==> src/rtl/ycc_pkg.sv <==
package ycc_pkg;
  localparam int unsigned BYTE_W = 8;
  // status-byte bit positions decoded downstream
  localparam int unsigned FLD_BIT = 6;
  localparam int unsigned VBL_BIT = 5;
  localparam int unsigned HRF_BIT = 4;
  // preamble marker bytes
  localparam logic [BYTE_W-1:0] MARK_HI = '1;
  localparam logic [BYTE_W-1:0] MARK_LO = '0;

  typedef enum logic [1:0] {
    SL_CB  = 2'd0,
    SL_Y0  = 2'd1,
    SL_CR  = 2'd2,
    SL_Y1  = 2'd3
  } slot_t;

  typedef struct packed {
    logic fld;
    logic vbl;
    logic hrf;
  } tflags_t;
endpackage

==> src/rtl/ycc_code_detect.sv <==
module ycc_code_detect
  import ycc_pkg::*;
#(
  parameter int unsigned DW = BYTE_W,
  parameter int unsigned PRE_LEN = 3
) (
  input  logic          clk,
  input  logic          rst,
  input  logic          en,
  input  logic [DW-1:0] din,
  output logic          hit
);
  localparam int unsigned CW = $clog2(PRE_LEN + 1);
  localparam logic [CW-1:0] FULL = CW'(PRE_LEN);

  logic [CW-1:0] matched;

  assign hit = en && (matched == FULL);

  always_ff @(posedge clk) begin
    if (rst) begin
      matched <= '0;
    end else if (en) begin
      if (matched == FULL)
        matched <= '0;                         // status byte consumed
      else if (din == DW'(MARK_HI))
        matched <= CW'(1);                     // any 0xFF restarts
      else if (din == DW'(MARK_LO) && matched != '0)
        matched <= matched + CW'(1);
      else
        matched <= '0;
    end
  end
endmodule

==> src/rtl/ycc_flag_regs.sv <==
module ycc_flag_regs
  import ycc_pkg::*;
#(
  parameter int unsigned DW = BYTE_W
) (
  input  logic          clk,
  input  logic          rst,
  input  logic          hit,
  input  logic [DW-1:0] status,
  output tflags_t       flags
);
  always_ff @(posedge clk) begin
    if (rst) begin
      flags <= '0;
    end else if (hit) begin
      flags.fld <= status[FLD_BIT];
      flags.vbl <= status[VBL_BIT];
      flags.hrf <= status[HRF_BIT];
    end
  end
endmodule

==> src/rtl/ycc_pixel_demux.sv <==
module ycc_pixel_demux
  import ycc_pkg::*;
#(
  parameter int unsigned DW = BYTE_W
) (
  input  logic          clk,
  input  logic          rst,
  input  logic          en,
  input  logic [DW-1:0] din,
  input  logic          hit,
  output logic [DW-1:0] y_q,
  output logic [DW-1:0] cb_q,
  output logic [DW-1:0] cr_q,
  output logic          pix_q,
  output logic          sav_q
);
  slot_t         slot;
  logic          active;
  logic [DW-1:0] cb_hold;
  logic [DW-1:0] y_hold;
  logic          is_sav;

  assign is_sav = hit && !din[HRF_BIT];

  always_ff @(posedge clk) begin
    if (rst) begin
      slot    <= SL_CB;
      active  <= 1'b0;
      cb_hold <= '0;
      y_hold  <= '0;
      y_q     <= '0;
      cb_q    <= '0;
      cr_q    <= '0;
      pix_q   <= 1'b0;
      sav_q   <= 1'b0;
    end else begin
      pix_q <= 1'b0;
      sav_q <= 1'b0;
      if (en) begin
        if (hit) begin
          active <= is_sav;
          slot   <= SL_CB;
          sav_q  <= is_sav;
        end else if (din == DW'(MARK_HI)) begin
          active <= 1'b0;
        end else if (active) begin
          slot <= slot_t'(slot + 2'd1);
          unique case (slot)
            SL_CB: cb_hold <= din;
            SL_Y0: y_hold  <= din;
            SL_CR: begin
              cb_q  <= cb_hold;
              cr_q  <= din;
              y_q   <= y_hold;
              pix_q <= 1'b1;
            end
            SL_Y1: begin
              y_q   <= din;
              pix_q <= 1'b1;
            end
          endcase
        end
      end
    end
  end
endmodule

==> src/rtl/ycc_sync_decoder.sv <==
module ycc_sync_decoder
  import ycc_pkg::*;
#(
  parameter int unsigned DW = BYTE_W
) (
  input  logic          clk,
  input  logic          rst,
  input  logic          byte_en,
  input  logic [DW-1:0] din,
  output logic [DW-1:0] y_out,
  output logic [DW-1:0] cb_out,
  output logic [DW-1:0] cr_out,
  output logic          pix_valid,
  output logic          f_flag,
  output logic          v_flag,
  output logic          h_flag,
  output logic          sav_pulse
);
  logic    code_hit;
  tflags_t flags;

  ycc_code_detect #(.DW(DW)) i_detect (
    .clk (clk), .rst (rst), .en (byte_en), .din (din), .hit (code_hit)
  );

  ycc_flag_regs #(.DW(DW)) i_flags (
    .clk (clk), .rst (rst), .hit (code_hit), .status (din), .flags (flags)
  );

  ycc_pixel_demux #(.DW(DW)) i_demux (
    .clk (clk), .rst (rst), .en (byte_en), .din (din), .hit (code_hit),
    .y_q (y_out), .cb_q (cb_out), .cr_q (cr_out),
    .pix_q (pix_valid), .sav_q (sav_pulse)
  );

  assign f_flag = flags.fld;
  assign v_flag = flags.vbl;
  assign h_flag = flags.hrf;

  // checker state: has a start-of-active code been seen since reset
  logic sav_seen;
  always_ff @(posedge clk) begin
    if (rst) sav_seen <= 1'b0;
    else if (sav_pulse) sav_seen <= 1'b1;
  end

  AST_FLAGS_HOLD: assert property (@(posedge clk) disable iff (rst)
    !$past(code_hit) |-> $stable({f_flag, v_flag, h_flag}));
  AST_SAV_AFTER_CODE: assert property (@(posedge clk) disable iff (rst)
    sav_pulse |-> ($past(code_hit) && !h_flag));
  AST_PIX_SAV_EXCL: assert property (@(posedge clk) disable iff (rst)
    $onehot0({pix_valid, sav_pulse}));
  AST_NO_PIX_BEFORE_SAV: assert property (@(posedge clk) disable iff (rst)
    pix_valid |-> sav_seen);
  AST_IDLE_QUIET: assert property (@(posedge clk) disable iff (rst)
    !$past(byte_en) |-> (!pix_valid && !sav_pulse));
endmodule

==> config.mk <==
export PLATFORM = sky130hd
export DESIGN_NAME = ycc_sync_decoder
export DESIGN_NICKNAME = d
export VERILOG_FILES = /design/src/rtl/ycc_pkg.sv /design/src/rtl/ycc_code_detect.sv /design/src/rtl/ycc_flag_regs.sv /design/src/rtl/ycc_pixel_demux.sv /design/src/rtl/ycc_sync_decoder.sv
export SDC_FILE = /design/constraint.sdc
export NUM_CORES = 1
export LEC_CHECK = 0
export ABC_CLOCK_PERIOD_IN_PS = 1750
export BUFFER_PORTS_ARGS = -buffer_cell sky130_fd_sc_hd__buf_2
export CAP_MARGIN = 20
export CELL_PAD_IN_SITES_DETAIL_PLACEMENT = 1
export CELL_PAD_IN_SITES_GLOBAL_PLACEMENT = 1
export CORE_UTILIZATION = 39
export DETAILED_ROUTE_END_ITERATION = 6
export PLACE_DENSITY_LB_ADDON = 0.1
export SLEW_MARGIN = 10
export SYNTH_ARGS = -nofsm -noshare
export SYNTH_HDL_FRONTEND = slang
export SYNTH_SLANG_ARGS = --single-unit
==> constraint.sdc <==
create_clock -name clk -period 1.75 [get_ports clk]
set_input_delay 0.2625 -clock clk [delete_from_list [all_inputs] [get_ports clk]]
set_output_delay 0.2625 -clock clk [all_outputs]
set_load 0.05 [all_outputs]
==> results of run 1 <==
[sequential cells by signal, summed over array words and instances (netlist names)]
signal,cells
i_detect.matched,2
i_demux.y_hold,8
i_demux.slot,2
i_demux.y_q,8
i_demux.cb_q,8
i_flags.flags,3
i_demux.cr_q,8
i_demux.pix_q,1
i_demux.sav_q,1
i_demux.active,1
i_demux.cb_hold,8
[final timing paths]
kind,startpoint,end,slack (ps),cells after the start
worst min-delay path,din[5],i_flags.flags[1],280,3
worst max register to register,i_demux.slot[0],i_demux.y_q[2],110,5
worst min register to register,i_flags.flags[0],i_flags.flags[0],460,2
worst max-delay path,i_demux.slot[0],i_demux.y_q[2],110,5
[stage by stage]
stage	total power, mW	cell area (µm²)
2_1_floorplan	1.21	2330
3_3_place_gp	1.26	2690
3_5_place_dp	1.26	2690
4_1_cts	2.07	2800
5_1_grt	2.13	2800
6_report	2.04	2800
[repair_timing]
action	CTS	global route
setup buffers	0	0
gates resized for setup	0	1
endpoints found under the setup margin	0	8
[cells in the final DEF, fill, tap and decap left out, drive strengths merged, types with 5 or more instances in the layout]
master	n
clkbuf	7
nor2b	10
nor2	10
a21oi	6
mux2	8
o21ai	5
nand2	9
inv	5
nand2b	39
dfxtp	50
buf	52
ha	6
mux2i	42
[where the power goes]
group	total, mW	switching, mW	internal, mW
combinational	0.0967	0.0574	0.0394
sequential	1.14	0.0000390	1.14
clock	0.804	0.376	0.428
[Yosys cell counts (2+ instances only)]
| cell | count | area share (%) |
|---|---|---|
| a21oi_1 | 6 | 1.3 |
| buf_6 | 2 | 0.97 |
| nor2b_1 | 10 | 2.7 |
| nand3_1 | 3 | 0.64 |
| nand2_1 | 9 | 1.4 |
| buf_2 | 2 | 0.43 |
| clkbuf_1 | 9 | 1.4 |
| nor2_1 | 10 | 1.6 |
| mux2_4 | 8 | 5.1 |
| o21ai_0 | 3 | 0.64 |
| nand4_1 | 3 | 0.80 |
| dfxtp_1 | 50 | 43 |
| nand2b_1 | 39 | 10 |
| inv_1 | 5 | 0.80 |
| mux2i_1 | 42 | 18 |
| and4b_1 | 3 | 1.3 |
| ha_1 | 6 | 3.2 |
[layout make-up]
class / instances / area, µm² / share of cell area, %
Sequential cell: 50 / 1000 / 35.7
Timing Repair Buffer: 52 / 343 / 12.2
Inverter: 5 / 18.8 / 0.670
Multi-Input combinational cell: 159 / 1240 / 44.3
Clock buffer: 7 / 76.3 / 2.73
Clock inverter: 1 / 30.0 / 1.07
Tap cell: 72 / 90.1 / 3.22
[critical path: cells and delay by family, from the launching register on]
family | cells | cell delay [ps]
AND/OR/NAND/NOR | 1 | 60
flip-flops | 1 | 340
AO/OA/AOI/OAI | 1 | 550
adder cells (fa/ha/maj) | 1 | 170
multiplexers | 1 | 340
buffers and inverters | 1 | 90
[layer usage]
layer	GRT usage [%]	routed length, µm	up-vias
li1	-	-	866
met3	4.71	185	7
met1	23.9	2520	839
met5	0	0	-
met2	29.3	2460	29
met4	6.91	91	0
[logic make-up (layout without fill, tap and decap cells)]
kind of cell | after synthesis | in the layout
adder cells (fa/ha/maj) | 6 | 6
AND/OR/NAND/NOR | 85 | 85
multiplexers | 50 | 50
flip-flops | 50 | 50
buffers and inverters | 19 | 65
AO/OA/AOI/OAI | 18 | 18
==> impl_metrics.env, run 1 <==
export IMPL_ant_nets=0
export IMPL_cts_sinks=50
export IMPL_fin_util_pct=49.6
export IMPL_relSlewSlack_pct=72.9
export IMPL_yosysSeqAreaShare_pct=42.9
export IMPL_cts_clk_slew_worst_paths_ps=90
export IMPL_globalplace_congestion=0.725
export IMPL_synthMuxAreaShare_pct=23.2
export IMPL_core_rowCount=27
export IMPL_slew_violations=0
export IMPL_drc_errors=0
export IMPL_drtIter0Drc=79
export IMPL_drv_cap=0
export IMPL_critPathMaxStageDelay_ps=550
export IMPL_critPathArrivalTime_ps=1830
export IMPL_grt_max_degree=51
export IMPL_synth_seq_cells=50
export IMPL_drt_total_wl_um=5250
export IMPL_place_ws_ps=27.9
export IMPL_cts_root_buf="clkbuf_8"
export IMPL_setup_tns_ps=0
export IMPL_nets=290
export IMPL_syn_inst=228
export IMPL_synth_xor_area_share_pct=0
export IMPL_post_dp_hpwl_um=3880
export IMPL_synthAdderAreaFrac_pct=3.22
export IMPL_diodes=0
export IMPL_critPathLaunchType="register"
export IMPL_coreArea_um2=5640
export IMPL_place_port_buffers=39
export IMPL_finalSetupViolations=0
export IMPL_grt_pass1_vias=1793
export IMPL_cp_end_kind="register"
export IMPL_vias=1741
export IMPL_yosys_warnings=0
export IMPL_grt_antenna_before_repair=0
export IMPL_dp_cells=338
export IMPL_drtPass1Iterations=4
export IMPL_crit_path_top_delay_cell="a2111o_2"
export IMPL_grt_pass1_wl_um=8810
export IMPL_cp_cell_sequence="inv_1 -> ha_1 -> nor2_1 -> a2111o_2 -> mux2_4"
export IMPL_initial_utilization_pct=41.4
export IMPL_layout_drive_gt1_share_pct=25.5
export IMPL_max_freq_mhz=610
export IMPL_die_h_um=79.4
export IMPL_synth_top_family_by_area="multiplexers"
export IMPL_die_area_um2=6300
export IMPL_postCtsHoldBufs=0
export IMPL_ir_drop_uv=393
export IMPL_fin_cells=346
export IMPL_p_per_area_nw_per_um2=728
export IMPL_critPathKind="register to register"
export IMPL_async_flop_share_pct=0
export IMPL_synth_simple_area_share_pct=21.6
export IMPL_area_delta_synth_final_pct=20.0
export IMPL_crit_fanout=8
export IMPL_track_usage_pct=18.4
export IMPL_ys_flop_type="dfxtp_1"
export IMPL_yosys_cell_types_count=35
export IMPL_via_per_inst=5.03
export IMPL_hold_ws_ps=279
export IMPL_grt_overflow=0
export IMPL_cts_tree="yes"
export IMPL_synth_compound_area_share_pct=5.20
export IMPL_min_path_type="primary input to register"
export IMPL_cts_buffers=5
export IMPL_min_period_over_period_pct=93.7
export IMPL_cts_buffer_depth=2
export IMPL_fin_skew_ps=8.58
export IMPL_leakage_nw=1.31
export IMPL_synth_edf_count=0
export IMPL_htreeDepth=2
export IMPL_insertion_delay_ps=300
export IMPL_hold_viol=0
export IMPL_required_ps=1940
export IMPL_die_w_um=79.4
export IMPL_netlist_area_um2=2330
export IMPL_grt_setup_unrepaired="false"
export IMPL_period_needed_ps=1640
export IMPL_worstMarginPinSlew_ps=406
export IMPL_syn_avg_cell_area_um2=10.2
export IMPL_fin_ws_ps=109
export IMPL_wl_per_cell_um=15.2
export IMPL_syn_nets=245
export IMPL_fillCellCount=649
export IMPL_io_pins=40
export IMPL_run_status="finished, final reports clean"
No activity file was read; power rests on OpenSTA's default activity.
==> run 2: changes to the inputs <==
Settings changed: ABC_AREA from default to 1, CORE_UTILIZATION 39 to 36, SKIP_CTS_REPAIR_TIMING from default to 1.
==> impl_metrics.env, run 2 <==
export IMPL_ant_nets=0
export IMPL_min_path_type="primary input to register"
export IMPL_fin_area_um2=2740
export IMPL_switchingPower_mw=0.474
export IMPL_yosysTopAreaCell="dfxtp_1"
export IMPL_grt_overflow=0
export IMPL_nets=382
export IMPL_core_rowCount=28
export IMPL_grt_pass1_wl_um=10500
export IMPL_p_int_mw=1.59
export IMPL_vias=2218
export IMPL_setup_tns_ps=0
export IMPL_wl_per_cell_um=14.3
export IMPL_min_period_over_period_pct=88.5
export IMPL_synth_edf_count=0
export IMPL_worstMarginPinSlew_ps=516
export IMPL_diodes=0
export IMPL_yosys_warnings=0
export IMPL_ys_top_cells_by_area="dfxtp_1 43%, nand2_1 12%, nand4_1 8.9%"
export IMPL_leakage_nw=1.25
export IMPL_post_dp_hpwl_um=4550
export IMPL_dp_cells=433
export IMPL_total_power_mw=2.07
export IMPL_die_area_um2=6750
export IMPL_seq_power_share_pct=55.0
export IMPL_fin_ws_ps=201
export IMPL_fillCellCount=805
export IMPL_fin_skew_ps=7.84
export IMPL_layout_drive_gt1_share_pct=20.2
export IMPL_coreArea_um2=6060
export IMPL_via_per_inst=5.03
export IMPL_cts_clk_slew_worst_paths_ps=100
export IMPL_die_w_um=82.1
export IMPL_run_status="finished, final reports clean"
export IMPL_globalplace_congestion=0.792
export IMPL_crit_fanout=9
export IMPL_hold_ws_ps=284
export IMPL_ys_flop_type="dfxtp_1"
export IMPL_netlist_area_um2=2310
export IMPL_period_needed_ps=1550
export IMPL_slew_violations=0
export IMPL_fin_cells=441
export IMPL_insertion_delay_ps=310
export IMPL_layout_common_cells="72 x nand2_1, 50 x dfxtp_1, 45 x nor2_1, 39 x buf_2"
export IMPL_grt_pass1_vias=2123
export IMPL_fin_util_pct=45.3
export IMPL_max_freq_mhz=646
export IMPL_critPathKind="register to register"
export IMPL_drtIter0Drc=106
export IMPL_cp_end_kind="register"
export IMPL_critPathArrivalTime_ps=1790
export IMPL_drv_cap=0
export IMPL_htreeDepth=2
export IMPL_syn_avg_cell_area_um2=7.27
export IMPL_cp_startpoint="i_demux.slot[0]"
export IMPL_place_port_buffers=39
export IMPL_drtPass1Iterations=4
export IMPL_cts_buffer_depth=2
export IMPL_cts_buffers=5
export IMPL_regToRegEndpoint="i_demux.y_q[1]"
export IMPL_placed_area_um2=2630
export IMPL_required_ps=1990
export IMPL_critPathLaunchType="register"
export IMPL_cts_tree="yes"
export IMPL_drt_total_wl_um=6290
export IMPL_drc_errors=0
export IMPL_area_delta_synth_final_pct=18.6
export IMPL_syn_inst=318
export IMPL_initial_utilization_pct=38.2
export IMPL_synth_common_cells="72 x nand2_1, 50 x dfxtp_1, 45 x nor2_1"
export IMPL_relSlewSlack_pct=65.4
export IMPL_die_h_um=82.1
export IMPL_async_flop_share_pct=0
export IMPL_grt_antenna_before_repair=0
export IMPL_cts_sinks=50
export IMPL_p_per_area_nw_per_um2=754
export IMPL_swShare_pct=22.9
export IMPL_cts_root_buf="clkbuf_8"
export IMPL_r2r_slack_ps=200
export IMPL_crit_end="i_demux.y_q[1]"
export IMPL_reg2reg_depth=8
export IMPL_yosysSeqAreaShare_pct=43.3
export IMPL_layout_commonest_cell="nand2_1"
export IMPL_grt_setup_unrepaired="false"
export IMPL_finalSetupViolations=0
export IMPL_ir_drop_uv=357
export IMPL_grt_max_degree=29
export IMPL_synth_top_cell_area_share_pct=43.3
export IMPL_track_usage_pct=20.8
export IMPL_yosys_cell_types_count=25
export IMPL_p_comb_share_pct=4.9
export IMPL_syn_nets=335
export IMPL_timing_rr_start="i_demux.slot[0]"
export IMPL_pwr_share_clk_pct=40.1
export IMPL_synth_seq_cells=50
export IMPL_io_pins=40
export IMPL_place_ws_ps=86.6
export IMPL_hold_viol=0
export IMPL_yosysMostFrequentCell="nand2_1"
-- run 2: changes by cell type after synthesis, sizes merged, moves of 5 or more --
cell / delta
nor2b: -10
a21oi: +31
nand2b: -39
buf: +5
nand2: +64
mux2: -8
nand4: +30
inv: +33
nor2: +38
mux2i: -42
-- run 2: critical path: stages (launching register included) --
cell and delay (ps):
dfxtp_1 350, inv_1 120, ha_1 170, nor2_1 70, nor2_2 300, nand3_2 220, nand2_1 100, inv_1 40
nor2_1 110
-- run 2: final cells by class --
cell class	count	area (µm²)	share of cell area, %
Inverter	40	150	5.47
Sequential cell	50	1000	36.5
Multi-Input combinational cell	212	1060	38.8
Timing Repair Buffer	56	323	11.8
Tap cell	75	93.8	3.42
Clock buffer	6	72.6	2.65
Clock inverter	2	37.5	1.37
-- run 2: kinds of logic (layout without fill, tap and decap cells) --
kind of cell / Yosys count / after routing / synth area share, %
AO/OA/AOI/OAI: 42 / 42 / 9.31
adder cells (fa/ha/maj): 6 / 6 / 3.25
buffers and inverters: 56 / 104 / 10.9
flip-flops: 50 / 50 / 43.3
AND/OR/NAND/NOR: 164 / 164 / 33.3
-- run 2: how the worst min path moves through the flow --
stage | from | to | slack [ps] | cells past startpoint
floorplan | din[0] | i_demux.y_hold[0] | 400 | 2
global placement | i_demux.cb_q[1] | i_demux.cb_q[1] | 450 | 2
detailed placement | i_demux.cr_q[1] | i_demux.cr_q[1] | 450 | 2
CTS | rst | i_demux.slot[0] | 270 | 4
global route | din[6] | i_demux.y_hold[6] | 280 | 3
finish | din[6] | i_demux.y_hold[6] | 280 | 3
-- run 2: power groups by stage --
stage	clock network, mW	logic [mW]	registers (mW)
2_1_floorplan	0	0.0431	1.16
3_3_place_gp	0	0.103	1.16
3_5_place_dp	0	0.103	1.16
4_1_cts	0.860	0.103	1.14
5_1_grt	0.904	0.113	1.14
6_report	0.829	0.102	1.14
-- run 2: routing by layer --
| metal | wire, µm | up-vias | GRT usage, % |
|---|---|---|---|
| met5 | 0 | - | 0 |
| met4 | 142 | 0 | 7.89 |
| met3 | 242 | 11 | 4.40 |
| met2 | 2840 | 47 | 32.5 |
| met1 | 3070 | 1044 | 27.9 |
| li1 | - | 1116 | - |
==> run 3: changes to the inputs <==
Settings changed: ABC_CLOCK_PERIOD_IN_PS 1750 to 1800, CORE_UTILIZATION 36 to 43.
Clock period 1.75 ns to 1.8 ns, I/O delays scaled along.
==> impl_metrics.env, run 3 (same netlist as run 2, synthesis figures left out) <==
export IMPL_slew_violations=0
export IMPL_run_status="finished, final reports clean"
export IMPL_setup_tns_ps=0
export IMPL_reg2reg_depth=5
export IMPL_track_usage_pct=23.4
export IMPL_worstMarginPinSlew_ps=413
export IMPL_grt_max_degree=30
export IMPL_p_comb_share_pct=5.3
export IMPL_p_per_area_nw_per_um2=688
export IMPL_layout_commonest_cell="nand2_1"
export IMPL_nets=381
export IMPL_die_h_um=75.3
export IMPL_htreeDepth=2
export IMPL_layout_common_cells="72 x nand2_1, 50 x dfxtp_1, 45 x nor2_1, 39 x buf_2"
export IMPL_grt_antenna_before_repair=0
export IMPL_critPathArrivalTime_ps=1880
export IMPL_core_rowCount=26
export IMPL_cts_buffer_depth=2
export IMPL_vias=2209
export IMPL_hold_viol=0
export IMPL_globalplace_congestion=0.836
export IMPL_area_delta_synth_final_pct=17.2
export IMPL_cts_tree="yes"
export IMPL_grt_setup_unrepaired="false"
export IMPL_grt_pass1_wl_um=9960
export IMPL_p_int_mw=1.40
export IMPL_wl_per_cell_um=14.1
export IMPL_drv_cap=0
export IMPL_diodes=0
export IMPL_drtIter0Drc=78
export IMPL_pwr_share_clk_pct=35.4
export IMPL_ant_nets=0
export IMPL_fin_cells=434
export IMPL_crit_fanout=18
export IMPL_drc_errors=0
export IMPL_critPathLaunchType="register"
export IMPL_initial_utilization_pct=45.0
export IMPL_switchingPower_mw=0.465
export IMPL_drtPass1Iterations=4
export IMPL_grt_overflow=0
export IMPL_min_period_over_period_pct=90.8
export IMPL_fin_skew_ps=6.66
export IMPL_cp_end_kind="register"
export IMPL_dp_cells=426
export IMPL_insertion_delay_ps=310
export IMPL_swShare_pct=24.9
export IMPL_required_ps=2040
export IMPL_r2r_slack_ps=170
export IMPL_fillCellCount=705
export IMPL_cts_clk_slew_worst_paths_ps=100
export IMPL_cts_root_buf="clkbuf_8"
export IMPL_critPathKind="register to register"
export IMPL_finalSetupViolations=0
export IMPL_period_needed_ps=1630
export IMPL_leakage_nw=1.23
export IMPL_die_area_um2=5670
export IMPL_ir_drop_uv=319
export IMPL_place_port_buffers=39
export IMPL_post_dp_hpwl_um=4270
export IMPL_coreArea_um2=5140
export IMPL_io_pins=40
export IMPL_holdPathStages=4
export IMPL_seq_power_share_pct=59.3
export IMPL_layout_drive_gt1_share_pct=20.3
export IMPL_cts_sinks=50
export IMPL_grt_pass1_vias=2175
export IMPL_relSlewSlack_pct=72.4
export IMPL_min_path_type="primary input to register"
export IMPL_via_per_inst=5.09
export IMPL_max_freq_mhz=612
export IMPL_cts_buffers=5
export IMPL_drt_total_wl_um=6100
export IMPL_die_w_um=75.3
==> run 3: cell count changes in the layout (fill, tap and decap cells not counted), sizes merged <==
cell | before | now
clkinvlp | 1 | 3
nand3 | 6 | 7
clkbuf | 6 | 5
bufinv | 1 | 0
clkinv | 2 | 1
buf | 56 | 54
==> run 3: final cells by class <==
cell class | instances | area (µm²) | share of cell area [%]
clock buffer | 5 | 68.8 | 2.54
inverter | 40 | 154 | 5.68
sequential | 50 | 1000 | 37.0
timing repair buffer | 54 | 308 | 11.4
clock inverter | 2 | 15.0 | 0.554
multi-input combinational | 213 | 1070 | 39.7
tap | 70 | 87.6 | 3.23
==> run 3: stage by stage <==
stage               hold slack (ps)  setup WS, ps  util, %  cell area (µm²)  power, mW
finish                          284           165     52.7             2710       1.86
global route                    314          22.2     52.7             2710       1.92
CTS                             283          95.0     52.3             2690       1.88
detailed placement              456           185     50.7             2610       1.23
global placement                447           242     50.7             2610       1.23
floorplan                       405           335        -             2310       1.17
==> run 3: path summary, 6_finish.rpt <==
check | start | endpoint
worst max register to register | i_detect.matched[0] | i_demux.cr_q[3]
worst min-delay path | byte_en | i_detect.matched[1]
worst min register to register | i_demux.cb_q[4] | i_demux.cb_q[4]
worst max-delay path | i_detect.matched[0] | i_demux.cr_q[3]
==> run 3: power by group through the flow <==
stage,sequential [mW],clock [mW],combinational [mW]
5_1_grt,1.11,0.705,0.109
4_1_cts,1.11,0.679,0.0979
6_report,1.11,0.660,0.0996
2_1_floorplan,1.13,0,0.0419
3_3_place_gp,1.13,0,0.0978
3_5_place_dp,1.13,0,0.0978
==> run 3: critical path, stage by stage, from the launching register on <==
cell	delay (ps)
dfxtp_1	340
ha_1	260
nor2_4	350
buf_4	310
nand4_1	130
a21oi_1	180
==> run 3: per-layer routing <==
metal  vias to the layer above  GRT usage, %  share of wire [%]
li1                       1123             -                  -
met1                      1035          28.5                 45
met2                        38          41.0                 49
met3                        13          2.91                2.7
met4                         0          11.7                2.6
met5                         -             0                  0
